`config.mk`:
```
export PLATFORM = sky130hd
export DESIGN_NAME = nib_chain_loader
export DESIGN_NICKNAME = d
export VERILOG_FILES = /design/src/rtl/nib_loader_pkg.sv /design/src/rtl/nib_loader_fsm.sv /design/src/rtl/nib_line_shreg.sv /design/src/rtl/nib_chain_loader.sv
export SDC_FILE = /design/constraint.sdc
export NUM_CORES = 1
export LEC_CHECK = 0
export ABC_CLOCK_PERIOD_IN_PS = 1850
export BUFFER_PORTS_ARGS = -buffer_cell sky130_fd_sc_hd__buf_2
export CORE_MARGIN = 4
export CORE_UTILIZATION = 57
export DETAILED_ROUTE_END_ITERATION = 7
export PLACE_DENSITY = 0.79
export REMOVE_ABC_BUFFERS = 1
export SETUP_SLACK_MARGIN = 0.2
export SYNTH_ARGS = -nofsm -noshare
export SYNTH_HDL_FRONTEND = slang
export SYNTH_HIERARCHICAL = 1
export SYNTH_SLANG_ARGS = --single-unit
```
`constraint.sdc`:
```
create_clock -name sclk -period 1.85 [get_ports sclk]
set_input_delay 0.2775 -clock sclk [delete_from_list [all_inputs] [get_ports sclk]]
set_output_delay 0.2775 -clock sclk [all_outputs]
set_load 0.02 [all_outputs]
```
`src/rtl/nib_loader_pkg.sv`:
```
package nib_loader_pkg;
    typedef enum logic [1:0] {
        ST_WAIT = 2'd0,
        ST_LOAD = 2'd1,
        ST_FULL = 2'd2
    } ld_state_t;
endpackage

```
`src/rtl/nib_loader_fsm.sv`:
```
module nib_loader_fsm
    import nib_loader_pkg::*;
#(
    parameter int NIB = 20
) (
    input  logic rst_n,
    input  logic sclk,
    input  logic lat,
    input  logic ein_n,
    output logic cap_o,
    output logic last_o,
    output logic eout_o,
    output logic done_o
);
    localparam int CW = $clog2(NIB + 1);
    localparam logic [CW-1:0] LAST_IDX = CW'(NIB - 1);

    ld_state_t state_q, state_d;
    logic [CW-1:0] cnt_q, cnt_d;
    logic done_d;

    // outputs of the controller
    always_comb begin
        cap_o  = 1'b0;
        eout_o = 1'b1;
        unique case (state_q)
            ST_WAIT, ST_LOAD: cap_o = !lat && !ein_n;
            ST_FULL:          eout_o = 1'b0;
            default:          cap_o = 1'b0;
        endcase
        last_o = cap_o && (cnt_q == LAST_IDX);
    end

    // next-state logic
    always_comb begin
        state_d = state_q;
        cnt_d   = cnt_q;
        done_d  = 1'b0;
        if (lat) begin
            state_d = ST_WAIT;
            cnt_d   = '0;
        end else if (cap_o) begin
            cnt_d = cnt_q + 1'b1;
            if (last_o) begin
                state_d = ST_FULL;
                done_d  = 1'b1;
            end else begin
                state_d = ST_LOAD;
            end
        end
    end

    // state register
    always_ff @(negedge sclk or negedge rst_n) begin
        if (!rst_n) begin
            state_q <= ST_WAIT;
            cnt_q   <= '0;
            done_o  <= 1'b0;
        end else begin
            state_q <= state_d;
            cnt_q   <= cnt_d;
            done_o  <= done_d;
        end
    end


    lat_rearm_chk: assert property (@(negedge sclk) disable iff (!rst_n)
        lat |=> (eout_o && cnt_q == '0 && state_q == ST_WAIT));

    idle_enable_chk: assert property (@(negedge sclk) disable iff (!rst_n)
        (ein_n && !lat) |=> $stable(cnt_q));

    eout_fall_chk: assert property (@(negedge sclk) disable iff (!rst_n)
        $fell(eout_o) |-> done_o);

    done_pulse_chk: assert property (@(negedge sclk) disable iff (!rst_n)
        done_o |=> !done_o);
endmodule

```
`src/rtl/nib_line_shreg.sv`:
```
module nib_line_shreg #(
    parameter int COLS = 80,
    parameter int DW   = 4
) (
    input  logic            rst_n,
    input  logic            sclk,
    input  logic [DW-1:0]   din,
    input  logic            dir,
    input  logic            cap,
    input  logic            last,
    input  logic            done_i,
    output logic [COLS-1:0] line_out
);
    logic [COLS-1:0] sh_q, sh_d;
    logic [DW-1:0]   din_rev;

    genvar gi;
    generate
        for (gi = 0; gi < DW; gi++) begin : g_rev
            assign din_rev[gi] = din[DW-1-gi];
        end
    endgenerate

    always_comb begin
        if (dir) sh_d = {din_rev, sh_q[COLS-1:DW]};
        else     sh_d = {sh_q[COLS-DW-1:0], din};
    end

    always_ff @(negedge sclk or negedge rst_n) begin
        if (!rst_n) begin
            sh_q     <= '0;
            line_out <= '0;
        end else begin
            if (cap)  sh_q     <= sh_d;
            if (last) line_out <= sh_d;
        end
    end


    line_hold_chk: assert property (@(negedge sclk) disable iff (!rst_n)
        !$stable(line_out) |-> done_i);
endmodule

```
`src/rtl/nib_chain_loader.sv`:
```
module nib_chain_loader #(
    parameter int COLS = 80,
    parameter int DW   = 4
) (
    input  logic            rst_n,
    input  logic            sclk,
    input  logic [DW-1:0]   din,
    input  logic            lat,
    input  logic            dir,
    input  logic            eio1_in,
    output logic            eio1_out,
    output logic            eio1_oe,
    input  logic            eio2_in,
    output logic            eio2_out,
    output logic            eio2_oe,
    output logic [COLS-1:0] line_out,
    output logic            line_done
);
    localparam int NIB = COLS / DW;

    logic ein_n, cap, last, eout;

    assign ein_n    = dir ? eio1_in : eio2_in;
    assign eio1_oe  = !dir;
    assign eio2_oe  = dir;
    assign eio1_out = eout;
    assign eio2_out = eout;

    nib_loader_fsm #(.NIB(NIB)) u_fsm (
        .rst_n (rst_n),
        .sclk  (sclk),
        .lat   (lat),
        .ein_n (ein_n),
        .cap_o (cap),
        .last_o(last),
        .eout_o(eout),
        .done_o(line_done)
    );

    nib_line_shreg #(.COLS(COLS), .DW(DW)) u_shreg (
        .rst_n   (rst_n),
        .sclk    (sclk),
        .din     (din),
        .dir     (dir),
        .cap     (cap),
        .last    (last),
        .done_i  (line_done),
        .line_out(line_out)
    );


    pin_role_chk: assert property (@(negedge sclk) disable iff (!rst_n)
        (eio1_oe != eio2_oe) && (eio1_out == eio2_out));
endmodule

```
==> impl_metrics.tcl, run 1 <==
set metrics [dict create \
    run_status "did not finish" \
    flow.stopped_at "global routing" \
    stop_error "[ERROR DPL-0038] Utilization greater than 100%, impossible to legalize" \
    htreeDepth 4 \
    synthTopCellsByArea "dfrtn_1, a21oi_1, mux2i_1" \
    die_x_um 118 \
    numCtsBuffers 17 \
    synth_cell_types 26 \
    cts_root_buffer "clkbuf_16" \
    die_h_um 118 \
    syn_inst 646 \
    syn_area_per_cell_um2 10.7 \
    worstEndpointType "primary output" \
    place.gp.congestion 0.775 \
    num_rows 40 \
    synth-seq-area-share_pct 60.6 \
    worst_endpoint "eio2_out" \
    cts_sinks 168 \
    grt_max_degree 41 \
    port-buffer-count 94 \
    ys.warnings.count 6 \
    cts_hold_buf 0 \
    ios 95 \
    clockBufferDepth 2 \
    dp_hpwl_mm 9.73 \
    synth_top_area_share_pct 60.6 \
    start_util_pct 58.0 \
    syn_area_um2 6940 \
    synth-seq-cells 168 \
    placed_cell_area_um2 7690 \
    synth_top_area_cell "dfrtn_1" \
]
[Yosys cell counts (all sizes together)]
library cell	count
clkbuf	12
nand2	1
and4bb	1
nor2b	2
ha	1
buf	36
o21ai	1
and2	2
a21oi	162
nand4	1
or2b	1
mux2	3
mux2i	80
inv	2
and3	1
a211oi	1
xnor2	2
nor3b	1
dfrtn	168
nor2	167
nor3	1
[cell families after synthesis]
logic type / share of synthesized area, %
simple gates: 10.2
buf+inv: 4.74
xor+xnor: 0.253
compound gates: 11.9
fa+ha+maj: 0.180
flops: 60.6
mux: 12.1
[stage by stage]
step / setup WS, ns / hold WS (ns) / TNS, ns / instances
4_1_cts: -0.578 / 0.474 / -96.26 / 1023
2_1_floorplan: -11.22 / 0.444 / -1560.96 / 598
3_3_place_gp: -0.679 / 0.458 / -109.07 / 870
3_5_place_dp: -0.710 / 0.466 / -113.01 / 870
[what timing repair did]
action	4_1_cts
hold endpoints to repair	0
setup buffers	84
resized for setup	436
setup endpoints to repair	250
pin swaps	18
gates cloned	39
==> run 2, diff against run 1 <==
--- a/config.mk
+++ b/config.mk
@@ -8,11 +8,10 @@
 export ABC_CLOCK_PERIOD_IN_PS = 1850
 export BUFFER_PORTS_ARGS = -buffer_cell sky130_fd_sc_hd__buf_2
 export CORE_MARGIN = 4
-export CORE_UTILIZATION = 57
+export CORE_UTILIZATION = 40
 export DETAILED_ROUTE_END_ITERATION = 7
-export PLACE_DENSITY = 0.79
+export PLACE_DENSITY_LB_ADDON = 0.15
 export REMOVE_ABC_BUFFERS = 1
-export SETUP_SLACK_MARGIN = 0.2
 export SYNTH_ARGS = -nofsm -noshare
 export SYNTH_HDL_FRONTEND = slang
 export SYNTH_HIERARCHICAL = 1
==> run 2 against run 1 <==
Against the previous run:
- the flow now finishes, with violations (setup timing)
- area after synthesis unchanged
- synthesized cell count did not move
==> impl_metrics.tcl, run 2 <==
set metrics [dict create \
    cpPeakStageDelay_ns 0.40 \
    synthTopCellsByArea "dfrtn_1, a21oi_1, mux2i_1" \
    antenna_found_initial 1 \
    r2r_setup_slack_ns -0.18 \
    r2r-end "u_shreg/line_out[60]$_DFFE_NN0P_" \
    cts.clk_slew.worst_paths_ns 0.05 \
    num_rows 47 \
    layout_common_cells "dfrtn_1, a21oi_2, buf_6, nor2_4, mux2i_1" \
    path_cells "or2b_4, buf_6" \
    tightest_slew_ns 0.441 \
    drive_gt1_share_pct 63.0 \
    core_area_um2 16800 \
    async_flop_share_pct 100 \
    vias 5963 \
    cp.depth 2 \
    worstSetupEndpoint "eio1_out" \
    synth-seq-cells 168 \
    synth_top_flop_cell "dfrtn_1" \
    skew_ns 0.00534 \
    grt_pass1_wl_mm 35.2 \
    setup_ws_ns -0.584 \
    nNetsFinal 876 \
    start_kind "register" \
    timing.rr.start "u_fsm/cnt_q[0]$_DFFE_NN0P_" \
    power_density_nw_per_um2 900 \
    yosysMostFrequentCell "dfrtn_1" \
    ys.warnings.count 6 \
    cts_hold_buf 0 \
    critPathLaunch "u_fsm/state_q[1]$_DFFE_NN0P_" \
    die_h_um 140 \
    arrival_ns 2.16 \
    clock_latency_ns 0.40 \
    dp_hpwl_mm 10.1 \
    hold_violations 0 \
    grt_usage_pct 22.7 \
    holdCritPathClass "reg -> reg" \
    die_x_um 140 \
    rsz0062_at_grt "true" \
    syn2layout_area_growth_pct 75.1 \
    place.gp.congestion 0.781 \
    worstPathRequired_ns 1.57 \
    cts_sinks 168 \
    crit_type "reg -> out" \
    cts_tree "done" \
    grt_max_degree 41 \
    failed_checks "setup timing" \
    syn_area_um2 6940 \
    ant_nets 0 \
    run_status "finished, violations left" \
    p_leak_uw 0.00530 \
    dr.pass1.iters 4 \
    synth_cell_types 26 \
    synth-edff-count 0 \
    avgRoutedWirePerCell_um 21.5 \
    syn_inst 646 \
    htreeDepth 4 \
    clockBufferDepth 2 \
    netlist_top_cells_count "dfrtn_1, nor2_1, a21oi_1" \
    cp_top_family "flip-flops" \
    crit_fanout 2 \
    cts_root_buffer "clkbuf_16" \
    slew_headroom_pct 69.7 \
    peakVddDrop_uv 740 \
    reg_top3 "u_shreg/line_out x80, u_shreg/sh_q x80, u_fsm/cnt_q x5" \
    rr_worst_depth 9 \
    syn_area_per_cell_um2 10.7 \
    vias_per_cell 5.43 \
    synth_top_area_share_pct 60.6 \
    end_kind "output pin" \
    holdWs_ns 0.469 \
    ios 95 \
    start_util_pct 41.4 \
    grt_pass1_vias 6289 \
    globalRouteOverflowTotal 0 \
    drv_cap 0 \
    routed_wl_mm 23.7 \
    drtIter0Drc 317 \
    slew_viol_final 0 \
    port-buffer-count 94 \
    drc_errors 0 \
    dieArea_um2 19500 \
    synth_top_area_cell "dfrtn_1" \
    cpMaxStageDelayCell "dfrtn_1" \
    synth-seq-area-share_pct 60.6 \
    numCtsBuffers 17 \
    setup_tns_ns -88.72 \
    final_common_cell "dfrtn_1" \
    setup_viol 250 \
    worst-path-buf-inv 1 \
]
## run 2: cell counts after synthesis
No cell type changed its count.
## run 2: worst min path at each step
stage	endpoint	slack [ns]	depth (start not counted)	startpoint
final	u_shreg/sh_q[2]$_DFFE_NN0P_	0.47	2	u_shreg/sh_q[2]$_DFFE_NN0P_
after global routing	u_shreg/sh_q[2]$_DFFE_NN0P_	0.50	2	u_shreg/sh_q[2]$_DFFE_NN0P_
after CTS	u_shreg/sh_q[2]$_DFFE_NN0P_	0.47	2	u_shreg/sh_q[2]$_DFFE_NN0P_
after detailed placement	u_shreg/line_out[79]$_DFFE_NN0P_	0.47	2	u_shreg/line_out[79]$_DFFE_NN0P_
after global placement	u_shreg/line_out[38]$_DFFE_NN0P_	0.46	2	u_shreg/line_out[38]$_DFFE_NN0P_
after floorplan	u_fsm/cnt_q[3]$_DFFE_NN0P_	0.44	2	u_fsm/cnt_q[3]$_DFFE_NN0P_
## run 2: worst register-to-register path: stages, from the launching register on
cell	delay [ns]
dfrtn_1	0.40
ha_1	0.24
and4bb_2	0.27
and2_4	0.19
buf_12	0.13
buf_6	0.12
buf_12	0.14
buf_16	0.14
nor2_1	0.21
a21oi_4	0.04
## run 2: metrics by stage
step	setup WS (ns)	total power, uW	instances	instance area [um^2]	util (%)
final	-0.584	10900	1099	12100	72.5
after global routing	-0.608	11400	1099	12100	72.5
after CTS	-0.595	10200	1063	11100	66.0
after detailed placement	-0.748	6050	939	7730	46.1
after global placement	-0.703	5970	939	7730	46.1
after floorplan	-11.22	5570	598	6620	-
## run 2: kinds of logic (layout without fill, tap and decap cells)
| family | after synthesis | in the layout | synth area share (%) |
|---|---|---|---|
| buf+inv | 50 | 282 | 4.74 |
| fa+ha+maj | 1 | 1 | 0.180 |
| flops | 168 | 168 | 60.6 |
| compound gates | 164 | 164 | 11.9 |
| mux | 83 | 83 | 12.1 |
| other cells | 0 | 1 | 0 |
| simple gates | 178 | 178 | 10.2 |
| xor+xnor | 2 | 2 | 0.253 |
## run 2: area by class of cell
class                           count  area (um^2)
Multi-Input combinational cell    428         3820
Tap cell                          220          275
Clock inverter                     12          143
Timing Repair Buffer              248         3230
Inverter                            2         7.51
Antenna cell                        1         2.50
Fill cell                        1072         4620
Clock buffer                       20          467
Sequential cell                   168         4200
## run 2: timing repair
| item | 4_1_cts | 5_1_grt |
|---|---|---|
| resized for setup | 378 | 260 |
| setup buffers | 60 | 56 |
| pin swaps | 20 | 40 |
| cloned | 35 | 4 |
| endpoints found under the setup margin | 247 | 250 |
## run 2: per-layer routing
layer | track usage [%] | wire, um
met5 | 0 | 0
met4 | 7.04 | 446
met3 | 3.70 | 824
met2 | 37.3 | 12300
met1 | 31.1 | 10100
## run 2: where the power goes
part           total, uW  internal, uW  leakage (uW)  switching [uW]
Combinational       2370          1050       0.00298            1310
Sequential          4910          4260       0.00203             647
Clock               3650          2110      0.000285            1530
No activity file was read; power rests on OpenSTA's default activity.
==> run 3, diff against run 2 <==
--- a/config.mk
+++ b/config.mk
@@ -14,5 +14,4 @@
 export REMOVE_ABC_BUFFERS = 1
 export SYNTH_ARGS = -nofsm -noshare
 export SYNTH_HDL_FRONTEND = slang
-export SYNTH_HIERARCHICAL = 1
 export SYNTH_SLANG_ARGS = --single-unit
==> run 3 against run 2 <==
Against the previous run:
- the flow still finishes with violations (setup timing)
- via count is 24% lower
- clock skew is 0.0018 ns higher
- power is 10% lower
- worst hold slack worse by 0.021 ns
- largest power group unchanged
- highest routed layer unchanged
==> impl_metrics.tcl, run 3 <==
set metrics [dict create \
    failed_checks "setup timing" \
    crit_fanout 2 \
    syn_area_um2 7770 \
    arrival_ns 1.99 \
    start_util_pct 41.1 \
    p_leak_uw 0.00549 \
    cts.clk_slew.worst_paths_ns 0.05 \
    setup_viol 248 \
    hold_depth 1 \
    synth-edff-count 0 \
    worst-path-buf-inv 1 \
    worstPathRequired_ns 1.57 \
    drv_cap 0 \
    power_density_nw_per_um2 887 \
    synth_top_flop_cell "dfrtn_1" \
    dieArea_um2 21700 \
    synthTopCellsByArea "dfrtn_1, mux2_2, mux2_4" \
    dp_hpwl_mm 10.1 \
    hold_start "u_shreg.sh_q[79]$_DFFE_NN0P_" \
    grt_pass1_wl_mm 28.6 \
    drc_errors 0 \
    crit_type "reg -> out" \
    synth-seq-cells 168 \
    end_kind "output pin" \
    antenna_found_initial 0 \
    reg_top3 "u_shreg.line_out x80, u_shreg.sh_q x80, u_fsm.cnt_q x5" \
    async_flop_share_pct 100 \
    core_area_um2 18900 \
    final_common_cell "dfrtn_1" \
    layout_common_cells "dfrtn_1, mux2_2, mux2_4, buf_6, buf_4" \
    num_rows 50 \
    hold_end "u_shreg.sh_q[79]$_DFFE_NN0P_" \
    nNetsFinal 679 \
    grt_usage_pct 16.9 \
    vias_per_cell 4.79 \
    synth_cell_types 25 \
    cpPeakStageDelay_ns 0.41 \
    slew_viol_final 0 \
    r2r_setup_slack_ns -0.13 \
    timing.rr.start "u_fsm.cnt_q[0]$_DFFE_NN0P_" \
    dr.pass1.iters 4 \
    avgRoutedWirePerCell_um 18.9 \
    drtIter0Drc 137 \
    port-buffer-count 94 \
    die_x_um 147 \
    rsz0062_at_grt "true" \
    synth-seq-area-share_pct 54.1 \
    yosysMostFrequentCell "dfrtn_1" \
    cts_sinks 168 \
    rr_worst_depth 7 \
    run_status "finished, violations left" \
    holdCritPathClass "reg -> reg" \
    cts_tree "done" \
    r2r-end "u_shreg.line_out[71]$_DFFE_NN0P_" \
    design_area_um2 11100 \
    ant_nets 0 \
    placed_cell_area_um2 8590 \
    cts_hold_buf 0 \
    ios 95 \
    syn_area_per_cell_um2 16.5 \
    netlist_top_cells_count "dfrtn_1, mux2_2, mux2_4" \
    vias 4503 \
    drive_gt1_share_pct 72.8 \
    place.gp.congestion 0.731 \
    path_cells "nand2b_4, buf_6" \
    grt_pass1_vias 5099 \
    synth_top_area_cell "dfrtn_1" \
    fin_cells 940 \
    peakVddDrop_uv 665 \
    slew_headroom_pct 81.1 \
    tightest_slew_ns 0.283 \
    skew_ns 0.00715 \
    diodes 0 \
    die_h_um 147 \
    routed_wl_mm 17.8 \
    cpMaxStageDelayCell "dfrtn_1" \
    start_kind "register" \
    cts_root_buffer "clkbuf_16" \
    ys.warnings.count 0 \
    globalRouteOverflowTotal 0 \
    synth_top_area_share_pct 54.1 \
    syn2layout_area_growth_pct 42.6 \
    clock_latency_ns 0.40 \
    holdWs_ns 0.448 \
    syn_inst 470 \
    setup_ws_ns -0.415 \
    clockBufferDepth 2 \
    cp_top_family "flip-flops" \
    numCtsBuffers 17 \
    htreeDepth 4 \
    grt_max_degree 41 \
    dpl.cell_count 823 \
    hold_violations 0 \
]
==> run 3: cell type report <==
class | instances | area [um^2]
well taps | 260 | 325
inverters | 2 | 7.51
fillers | 1508 | 7810
clock inverters | 10 | 119
multi-input cells | 271 | 3410
flip-flops and latches | 168 | 4200
repair buffers | 208 | 2530
clock buffers | 21 | 480
==> run 3: power breakdown <==
| group | switching, uW | internal (uW) |
|---|---|---|
| registers | 356 | 4210 |
| clock network | 1460 | 2130 |
| logic | 628 | 1050 |
==> run 3: logic make-up after synthesis <==
family | count (synthesis) | share of synthesized area, %
muxes | 243 | 39.1
and+or+nand+nor | 15 | 1.22
DFF | 168 | 54.1
adders and majority gates | 1 | 0.161
buffers and inverters | 32 | 4.59
AOI/OAI and AO/OA | 11 | 0.821
==> run 3: worst max-delay path by stage <==
stage	start	endpoint	slack, ns	cells after the start
after global placement	dir	u_shreg.line_out[16]$_DFFE_NN0P_	-0.78	5
final	u_fsm.state_q[0]$_DFFE_NN0P_	eio2_out	-0.42	2
after detailed placement	dir	u_shreg.line_out[20]$_DFFE_NN0P_	-0.82	5
after global routing	u_fsm.state_q[1]$_DFFE_NN0P_	eio2_out	-0.47	2
after CTS	u_fsm.state_q[0]$_DFFE_NN0P_	eio2_out	-0.45	2
after floorplan	dir	u_shreg.line_out[79]$_DFFE_NN0P_	-1.35	3
==> run 3: through the flow <==
stage          util, %  TNS, ns  setup slack [ns]  total power (uW)
6_report          58.7   -76.54            -0.415              9830
5_1_grt           58.7   -81.63            -0.471             10300
4_1_cts           58.2   -72.43            -0.449              9830
3_5_place_dp      45.5  -121.72            -0.820              5990
3_3_place_gp      45.5  -118.36            -0.775              5920
2_1_floorplan        -  -200.92             -1.35              5490
==> run 3: repair_timing <==
action / in CTS / in global routing
cloned: 20 / 3
setup buffers: 57 / 26
endpoints found under the setup margin: 247 / 247
pin swaps: 5 / 3
resized for setup: 231 / 58
==> run 3: metal layers <==
| metal | part of all wire, % | global-route usage, % | vias up |
|---|---|---|---|
| met4 | 0.77 | 4.52 | 0 |
| met3 | 3.4 | 4.20 | 12 |
| met5 | 0 | 0 | - |
| met1 | 45 | 22.1 | 2311 |
| met2 | 51 | 28.4 | 69 |
| li1 | - | - | 2111 |
